--- src/rtl/edgeirq_pkg.sv ---
package edgeirq_pkg;
  localparam int BYTE_W    = 8;
  localparam int NUM_BANKS = 3;
  localparam int LINE_W    = BYTE_W * NUM_BANKS;
  localparam int ADDR_W    = 6;

  localparam logic [ADDR_W-1:0] RISE_BASE = 6'h18;
  localparam logic [ADDR_W-1:0] FALL_BASE = 6'h20;
  localparam logic [ADDR_W-1:0] CTRL_ADDR = 6'h15;
  localparam logic [ADDR_W-1:0] STAT_ADDR = 6'h14;
  localparam logic [ADDR_W-1:0] CLR_ADDR  = 6'h07;

  // control bit positions
  localparam int CTRL_FALL   = 4;
  localparam int CTRL_RISE   = 3;
  localparam int CTRL_MASTER = 2;
  localparam int CTRL_OVFIE  = 1;
  localparam int CTRL_EDGEIE = 0;
  localparam int CTRL_USED   = 5;

  // clear register bit positions
  localparam int CLR_EDGE = 3;
  localparam int CLR_OVF  = 2;

  typedef struct packed {
    logic [NUM_BANKS-1:0] riseWr;
    logic [NUM_BANKS-1:0] fallWr;
    logic                 ctrlWr;
    logic                 edgeClr;
    logic                 ovfClr;
  } strobe_t;
endpackage

--- src/rtl/edgeirq_ctrl.sv ---
module edgeirq_ctrl
  import edgeirq_pkg::*;
(
  input  logic              clk,
  input  logic              rstN,
  input  logic              wrEn,
  input  logic [ADDR_W-1:0] addr,
  input  logic [BYTE_W-1:0] wrData,
  input  logic              hitAny,
  input  logic [BYTE_W-1:0] ctrlReg,
  output strobe_t           strb,
  output logic              edgePending,
  output logic              ovfFlag,
  output logic              irqOut
);
  // write decode into strobes
  always_comb begin
    strb = '0;
    if (wrEn) begin
      for (int b = 0; b < NUM_BANKS; b++) begin
        if (addr == RISE_BASE + ADDR_W'(b)) strb.riseWr[b] = 1'b1;
        if (addr == FALL_BASE + ADDR_W'(b)) strb.fallWr[b] = 1'b1;
      end
      strb.ctrlWr = (addr == CTRL_ADDR);
      if (addr == CLR_ADDR) begin
        strb.edgeClr = wrData[CLR_EDGE];
        strb.ovfClr  = wrData[CLR_OVF];
      end
    end
  end

  // latched flags: a new event beats a clear in the same cycle
  always_ff @(posedge clk) begin
    if (!rstN) begin
      edgePending <= 1'b0;
      ovfFlag     <= 1'b0;
    end else begin
      if (hitAny)            edgePending <= 1'b1;
      else if (strb.edgeClr) edgePending <= 1'b0;
      if (hitAny && edgePending) ovfFlag <= 1'b1;
      else if (strb.ovfClr)      ovfFlag <= 1'b0;
    end
  end

  always_comb begin
    irqOut = ctrlReg[CTRL_MASTER] &
             ((edgePending & ctrlReg[CTRL_EDGEIE]) | (ovfFlag & ctrlReg[CTRL_OVFIE]));
  end

  p_edge_set_r2: assert property (@(posedge clk) disable iff (!rstN)
    hitAny |=> edgePending);
  p_ovf_set_r5: assert property (@(posedge clk) disable iff (!rstN)
    (hitAny && edgePending) |=> ovfFlag);
  p_ovf_cause_r5: assert property (@(posedge clk) disable iff (!rstN)
    $rose(ovfFlag) |-> $past(edgePending && hitAny));
  p_edge_clr_r6: assert property (@(posedge clk) disable iff (!rstN)
    (strb.edgeClr && !hitAny) |=> !edgePending);
  p_ovf_clr_r6: assert property (@(posedge clk) disable iff (!rstN)
    (strb.ovfClr && !(hitAny && edgePending)) |=> !ovfFlag);
  p_irq_master_r8: assert property (@(posedge clk) disable iff (!rstN)
    !ctrlReg[CTRL_MASTER] |-> !irqOut);
endmodule

--- src/rtl/edgeirq_datapath.sv ---
module edgeirq_datapath
  import edgeirq_pkg::*;
(
  input  logic              clk,
  input  logic              rstN,
  input  strobe_t           strb,
  input  logic [BYTE_W-1:0] wrData,
  input  logic [ADDR_W-1:0] addr,
  input  logic [LINE_W-1:0] lineIn,
  input  logic              edgePending,
  input  logic              ovfFlag,
  input  logic              irqOut,
  output logic              hitAny,
  output logic [BYTE_W-1:0] ctrlReg,
  output logic [BYTE_W-1:0] rdData
);
  localparam logic [BYTE_W-1:0] CTRL_KEEP = BYTE_W'((1 << CTRL_USED) - 1);

  logic [LINE_W-1:0] riseVec, fallVec, linePrev;
  logic [LINE_W-1:0] riseHit, fallHit;

  genvar g;
  generate
    for (g = 0; g < NUM_BANKS; g++) begin : gBank
      always_ff @(posedge clk) begin
        if (!rstN) begin
          riseVec[g*BYTE_W +: BYTE_W] <= '0;
          fallVec[g*BYTE_W +: BYTE_W] <= '0;
        end else begin
          if (strb.riseWr[g]) riseVec[g*BYTE_W +: BYTE_W] <= wrData;
          if (strb.fallWr[g]) fallVec[g*BYTE_W +: BYTE_W] <= wrData;
        end
      end
    end
  endgenerate

  always_ff @(posedge clk) begin
    if (!rstN) begin
      ctrlReg  <= '0;
      linePrev <= '0;
    end else begin
      if (strb.ctrlWr) ctrlReg <= wrData & CTRL_KEEP;
      linePrev <= lineIn;
    end
  end

  always_comb begin
    riseHit = lineIn & ~linePrev & riseVec & {LINE_W{ctrlReg[CTRL_RISE]}};
    fallHit = ~lineIn & linePrev & fallVec & {LINE_W{ctrlReg[CTRL_FALL]}};
    hitAny  = |(riseHit | fallHit);
  end

  always_comb begin
    rdData = '0;
    if (addr == CTRL_ADDR) rdData = ctrlReg;
    if (addr == STAT_ADDR) rdData = {{(BYTE_W-3){1'b0}}, irqOut, ovfFlag, edgePending};
    for (int b = 0; b < NUM_BANKS; b++) begin
      if (addr == RISE_BASE + ADDR_W'(b)) rdData = riseVec[b*BYTE_W +: BYTE_W];
      if (addr == FALL_BASE + ADDR_W'(b)) rdData = fallVec[b*BYTE_W +: BYTE_W];
    end
  end

  p_hit_needs_global_r4: assert property (@(posedge clk) disable iff (!rstN)
    hitAny |-> (ctrlReg[CTRL_RISE] || ctrlReg[CTRL_FALL]));
  p_ctrl_readback_r9: assert property (@(posedge clk) disable iff (!rstN)
    strb.ctrlWr |=> (ctrlReg == ($past(wrData) & CTRL_KEEP)));
  p_quiet_lines_r4: assert property (@(posedge clk) disable iff (!rstN)
    $stable(lineIn) |-> !hitAny);
endmodule

--- src/rtl/edge_change_irq.sv ---
module edge_change_irq
  import edgeirq_pkg::*;
(
  input  logic              clk,
  input  logic              rstN,
  input  logic              wrEn,
  input  logic [ADDR_W-1:0] addr,
  input  logic [BYTE_W-1:0] wrData,
  output logic [BYTE_W-1:0] rdData,
  input  logic [LINE_W-1:0] lineIn,
  output logic              irqOut
);
  strobe_t           strb;
  logic              hitAny, edgePending, ovfFlag;
  logic [BYTE_W-1:0] ctrlReg;

  edgeirq_ctrl uCtrl (
    .clk(clk), .rstN(rstN), .wrEn(wrEn), .addr(addr), .wrData(wrData),
    .hitAny(hitAny), .ctrlReg(ctrlReg), .strb(strb),
    .edgePending(edgePending), .ovfFlag(ovfFlag), .irqOut(irqOut)
  );

  edgeirq_datapath uDp (
    .clk(clk), .rstN(rstN), .strb(strb), .wrData(wrData), .addr(addr),
    .lineIn(lineIn), .edgePending(edgePending), .ovfFlag(ovfFlag),
    .irqOut(irqOut), .hitAny(hitAny), .ctrlReg(ctrlReg), .rdData(rdData)
  );
endmodule

--- config.mk ---
export PLATFORM = sky130hd
export DESIGN_NAME = edge_change_irq
export DESIGN_NICKNAME = d
export VERILOG_FILES = /design/src/rtl/edgeirq_pkg.sv /design/src/rtl/edgeirq_ctrl.sv /design/src/rtl/edgeirq_datapath.sv /design/src/rtl/edge_change_irq.sv
export SDC_FILE = /design/constraint.sdc
export NUM_CORES = 1
export LEC_CHECK = 0
export BUFFER_PORTS_ARGS = -buffer_cell sky130_fd_sc_hd__buf_2
export CAP_MARGIN = 10
export CORE_MARGIN = 2
export CORE_UTILIZATION = 55
export DETAILED_ROUTE_END_ITERATION = 6
export GPL_TIMING_DRIVEN = 1
export PLACE_DENSITY = 0.75
export SYNTH_ARGS = -nofsm -noshare
export SYNTH_HDL_FRONTEND = slang
export SYNTH_SLANG_ARGS = --single-unit
--- constraint.sdc ---
create_clock -name clk -period 4.25 [get_ports clk]
set_input_delay 1.275 -clock clk [delete_from_list [all_inputs] [get_ports clk]]
set_output_delay 1.275 -clock clk [all_outputs]
set_load 0.005 [all_outputs]
-- Yosys cells after proc, flatten, opt, wreduce, memory -nomap -nowiden
Cells that the tools add are included.
W data, S select, Z words.
- reductions and logical operators: 4
- equal/unequal tests: 9
- bitwise operators: 13
- muxes and demuxes: 20
- operators by type and width (cell ; count):
    $and A24 B24 Y24 ; 6
    $mux W8 ; 6
    $not A24 Y24 ; 2
    $eq A6 B5 Y1 const B ; 5
    $or A24 B24 Y24 ; 1
    $reduce_or A24 Y1 ; 1
    $eq A6 B6 Y1 const B ; 3
    $mux W1 ; 10
    $mux W5 ; 2
    $mux W9 ; 1
    $eq A6 B3 Y1 const B ; 1
    $reduce_bool A2 Y1 ; 2
    $and A1 B1 Y1 ; 3
    $mux W2 ; 1
    $logic_and A1 B1 Y1 ; 1
    $or A1 B1 Y1 ; 1
- output and inout bits: 9
- flip-flop bits (word level): 79
- word-level logic and storage cells: 56
- bits of input ports: 41

-- Longest topological paths before layout
- depth after elaboration: 10
- mapped depth: 8
- depth with buffers taken out: 6

-- Modules after synthesis
From an unflattened synthesis, not the netlist that was laid out.
- cell total of the unflattened synthesis: 399
- area, all modules: 3734.8 sq um
- modules (own cells, without submodules) (module ; instances ; seq. area each (sq um) ; area an instance (sq um) ; cells an instance):
    edgeirq_datapath ; 1 ; 1541.5 ; 3528.4 ; 370
    edgeirq_ctrl ; 1 ; 40.0 ; 206.4 ; 29

-- Worst setup path before layout
OpenSTA, ideal clock, no wires.
- path kind: input -> output
- start point: in addr[4]
- end point: out rdData[0]
- buffers on the path: 0
- data arrival time: 2.565 ns
- data required time: 2.975 ns
- setup slack: 0.410 ns
- cell stages on the path: 5
- cells stage by stage: or4b_4 nor3_4 a222oi_1 o21bai_1 a31oi_1
- longest elaborated chain between the ends: 9
- elaborated cells between the ends (all ways): 16
- those cells by class: eq/ne: 8; mux: 8
- RTL lines (element ; RTL line ; text):
    start: declaration ; edge_change_irq.sv:7 ; input logic [ADDR_W-1:0] addr,
    $eq A6 B5 Y1 ; edgeirq_datapath.sv:55 ; if (addr == CTRL_ADDR) rdData = ctrlReg;
    $mux W5 ; edgeirq_datapath.sv:55 ;
    $mux W5 ; edgeirq_datapath.sv:56 ; if (addr == STAT_ADDR) rdData = {{(BYTE_W-3){1'b0}}, irqOut, ovfFlag, edgePending};
    $mux W8 ; edgeirq_datapath.sv:58 ; if (addr == RISE_BASE + ADDR_W'(b)) rdData = riseVec[b*BYTE_W +: BYTE_W];
    $mux W8 ; edgeirq_datapath.sv:59 ; if (addr == FALL_BASE + ADDR_W'(b)) rdData = fallVec[b*BYTE_W +: BYTE_W];
    $mux W8 ; edgeirq_datapath.sv:58 ;
    $mux W8 ; edgeirq_datapath.sv:59 ;
    $mux W8 ; edgeirq_datapath.sv:58 ;
    $mux W8 * ; edgeirq_datapath.sv:59 ;
    end: declaration ; edge_change_irq.sv:9 ; output logic [BYTE_W-1:0] rdData,
Mark *: on every way between the ends. The rest lies on a longest branch, timed or not.

-- Worst setup path after layout
- start point: in addr[3]
- end point: out rdData[2]
The elaborated chain is that of the path after synthesis.

==> impl_metrics.tcl <==
set metrics [dict create \
    cts_tree "built" \
    rows 29 \
    slew_headroom 0.244 \
    clkLatencyLatePin_ns 0.36 \
    grt_start_max_net_pins 81 \
    max_slew.worst_pin.slew_ns 1.13 \
    synth_nets 479 \
    swShare 0.249 \
    ys_seq_elements 79 \
    drtIter0Drc 376 \
    multi_input_area_um2 1970 \
    vias_per_cell 6.13 \
    vias 3557 \
    outcome "completed" \
    finalNetCount 539 \
    min_period_ns 4.22 \
    wl_per_cell_um 19.3 \
    startpoint_type "primary input" \
    cp_slowest_stage_delay_ns 0.56 \
    grt_pass1_vias 3288 \
    p_switching_uw 361 \
    pwr-share-comb 0.071 \
    finalHoldViolations 0 \
    cts-buffers-inserted 9 \
    synthToLayoutAreaGrowth_pct 17.7 \
    p_clk_frac 0.402 \
    synth_top_family_by_area "simple AND/OR/NAND/NOR gates" \
    drt-total-wl_mm 11.2 \
    intPower_uw 1090 \
    irDropWorstVdd_uv 326 \
    setup_viol 0 \
    cts.sinks 79 \
    pre_cts_ws_ns 0.0374 \
    syn-instance-count 438 \
    min_path_type "flip-flop to flip-flop" \
    first_pass_iters 6 \
    p_per_area_nw_per_um2 336 \
    period_share 0.993 \
    ioPinCount 50 \
    clockBufferDepth 2 \
    yosys.area_share.simple 0.317 \
    die_w_um 85.6 \
    antenna_found_initial 0 \
    slowest_stage "or4b_4" \
    synth_xor_area_frac 0 \
    timing.hold.ws_ns 0.487 \
    htree_levels 3 \
    r2r-end "uCtrl.edgePending" \
    rsz0062_at_grt "yes" \
    hpwl_mm 8.21 \
    syn-cell-area_um2 3660 \
    layout_commonest_cell "nand2_1" \
    syn_area_per_cell_um2 8.36 \
    finClkSkew_ns 0.00487 \
    final_cell_mix "nand2_1, dfxtp_1, buf_2, nand3_1, a21boi_0" \
    utilization 0.675 \
    antenna_left 0 \
    r2r_cells 6 \
    whs_path_depth 2 \
    synth_compound_area_frac 0.178 \
    hp-start "uDp.fallVec[19]" \
    critPathRequiredTime_ns 2.97 \
    ys_seq_area_frac 0.432 \
    drv_slew 0 \
    fin_ws_ns 0.0293 \
    track_usage 0.314 \
    seq_area_um2 1580 \
    crit_path_max_fanout 4 \
    initial_core_util 0.573 \
    cp_data_arrival_time_ns 2.95 \
    fp.dieH_um 85.6 \
    crit_type "primary input to output port" \
    r2r_slack_ns 2.37 \
    power.leakage_uw 0.00174 \
    synth_cell_type_count 35 \
    grt_pass1_wl_mm 17.5 \
    cts_root_buffer "clkbuf_8" \
    fillers 553 \
    coreArea_um2 6390 \
    layout-drive-gt1-share 0.185 \
    cp_cell_sequence "buf_6 -> or4b_4 -> nor3_4 -> a222oi_1 -> o21bai_1 -> a31oi_1 -> buf_2" \
    ys_warn_count 0 \
    p_seq_frac 0.527 \
    cap_violations 0 \
    port_buffers 49 \
    reg2reg_from "uDp.fallVec[20]" \
    whs_endpoint "uDp.fallVec[19]" \
    die-area_um2 7330 \
    timing.fmax_mhz 237 \
    clk_pin_slew_ns 0.08 \
    grt_overflow_total 0 \
    synthAdderAreaFrac 0 \
    synth_mux_area_frac 0.0437 \
    antenna_cells 0 \
    end_kind "output port" \
    drc 0 \
    gp_congestion 1.01 \
]
[logic make-up after synthesis]
family | after synthesis
and+or+nand+nor | 222
AOI/OAI and AO/OA | 93
DFF | 79
buffers and inverters | 28
muxes | 16
[routing by layer]
layer  part of all wire  track usage
met4              0.024        0.104
met5                  0            0
met1               0.42        0.424
met2               0.47        0.493
met3              0.090       0.0780
[worst max-delay path, delay by kind of cell]
kind	cells	cell delay, ns
and+or+nand+nor	2	0.85
buffers and inverters	2	0.24
AOI/OAI and AO/OA	3	0.57
[worst max-delay path by stage]
| stage | end | start | slack [ns] |
|---|---|---|---|
| floorplan | rdData[0] | addr[4] | 0.41 |
| global route | rdData[0] | addr[3] | -0.08 |
| finish | rdData[2] | addr[3] | 0.03 |
| global placement | rdData[6] | addr[4] | 0.07 |
| detailed placement | rdData[6] | addr[4] | 0.04 |
| CTS | rdData[6] | addr[4] | 0.04 |
[flip-flops by register name, indices dropped and copies added (netlist names)]
signal / flops
uDp.fallVec: 24
uDp.linePrev: 24
uDp.riseVec: 24
uDp.ctrlReg: 5
uCtrl.edgePending: 1
uCtrl.ovfFlag: 1
[cell type report]
cell class	instances	area share
Inverter	7	0.00610
Sequential cell	79	0.367
Clock buffer	10	0.0319
Multi-Input combinational cell	331	0.457
Tap cell	77	0.0224
Clock inverter	6	0.0160
Timing Repair Buffer	70	0.0993
[through the flow]
stage	power, uW	cell area (um^2)	setup TNS (ns)	cells
after floorplan	826	3660	0	438
after global placement	878	4070	0	561
after detailed placement	881	4070	0	561
after CTS	1450	4270	0	577
after global routing	1500	4310	-0.133	580
final	1450	4310	0	580
[synthesized netlist by cell type]
master     number  share of area
a31oi_1        10          0.017
nor2b_1        17          0.029
a21oi_1         3         0.0041
or2_0           1         0.0017
nor2_1         10          0.010
or4b_4          1         0.0038
or2_2           2         0.0034
mux2i_1        16          0.044
buf_1           1         0.0010
and3b_1         8          0.019
or4_1           1         0.0021
inv_1           7         0.0072
nor3_2          1         0.0027
nand2_1        85          0.087
o22ai_1        15          0.026
and2_1         24          0.041
nand4_1         2         0.0034
nand3b_1       11          0.023
a21boi_0       38          0.078
buf_2           4         0.0055
o21bai_1        3         0.0061
nor3_4          1         0.0044
a222oi_1        5          0.014
dfxtp_1        79           0.43
nand3_1        43          0.059
and4_1          1         0.0024
a221oi_1        3         0.0072
nor3_1          1         0.0014
clkbuf_1       16          0.016
a22oi_1         6          0.012
nor4_1          5         0.0085
nand4bb_1       1         0.0031
o21ai_0        10          0.014
nor2_2          2         0.0034
nand2b_1        5         0.0085
[power groups by stage]
stage	Sequential, uW	Combinational (uW)	Clock [uW]
6_report	764	103	583
3_5_place_dp	780	100	0
3_3_place_gp	780	98.1	0
2_1_floorplan	777	49.6	0
5_1_grt	765	112	619
4_1_cts	763	100	584
[what timing repair did]
action	4_1_cts	5_1_grt
endpoints found under the setup margin	0	6
hold buffers	0	0
gates resized for setup	0	6
buffers inserted	0	3
Power figures use the tool's default switching activity.
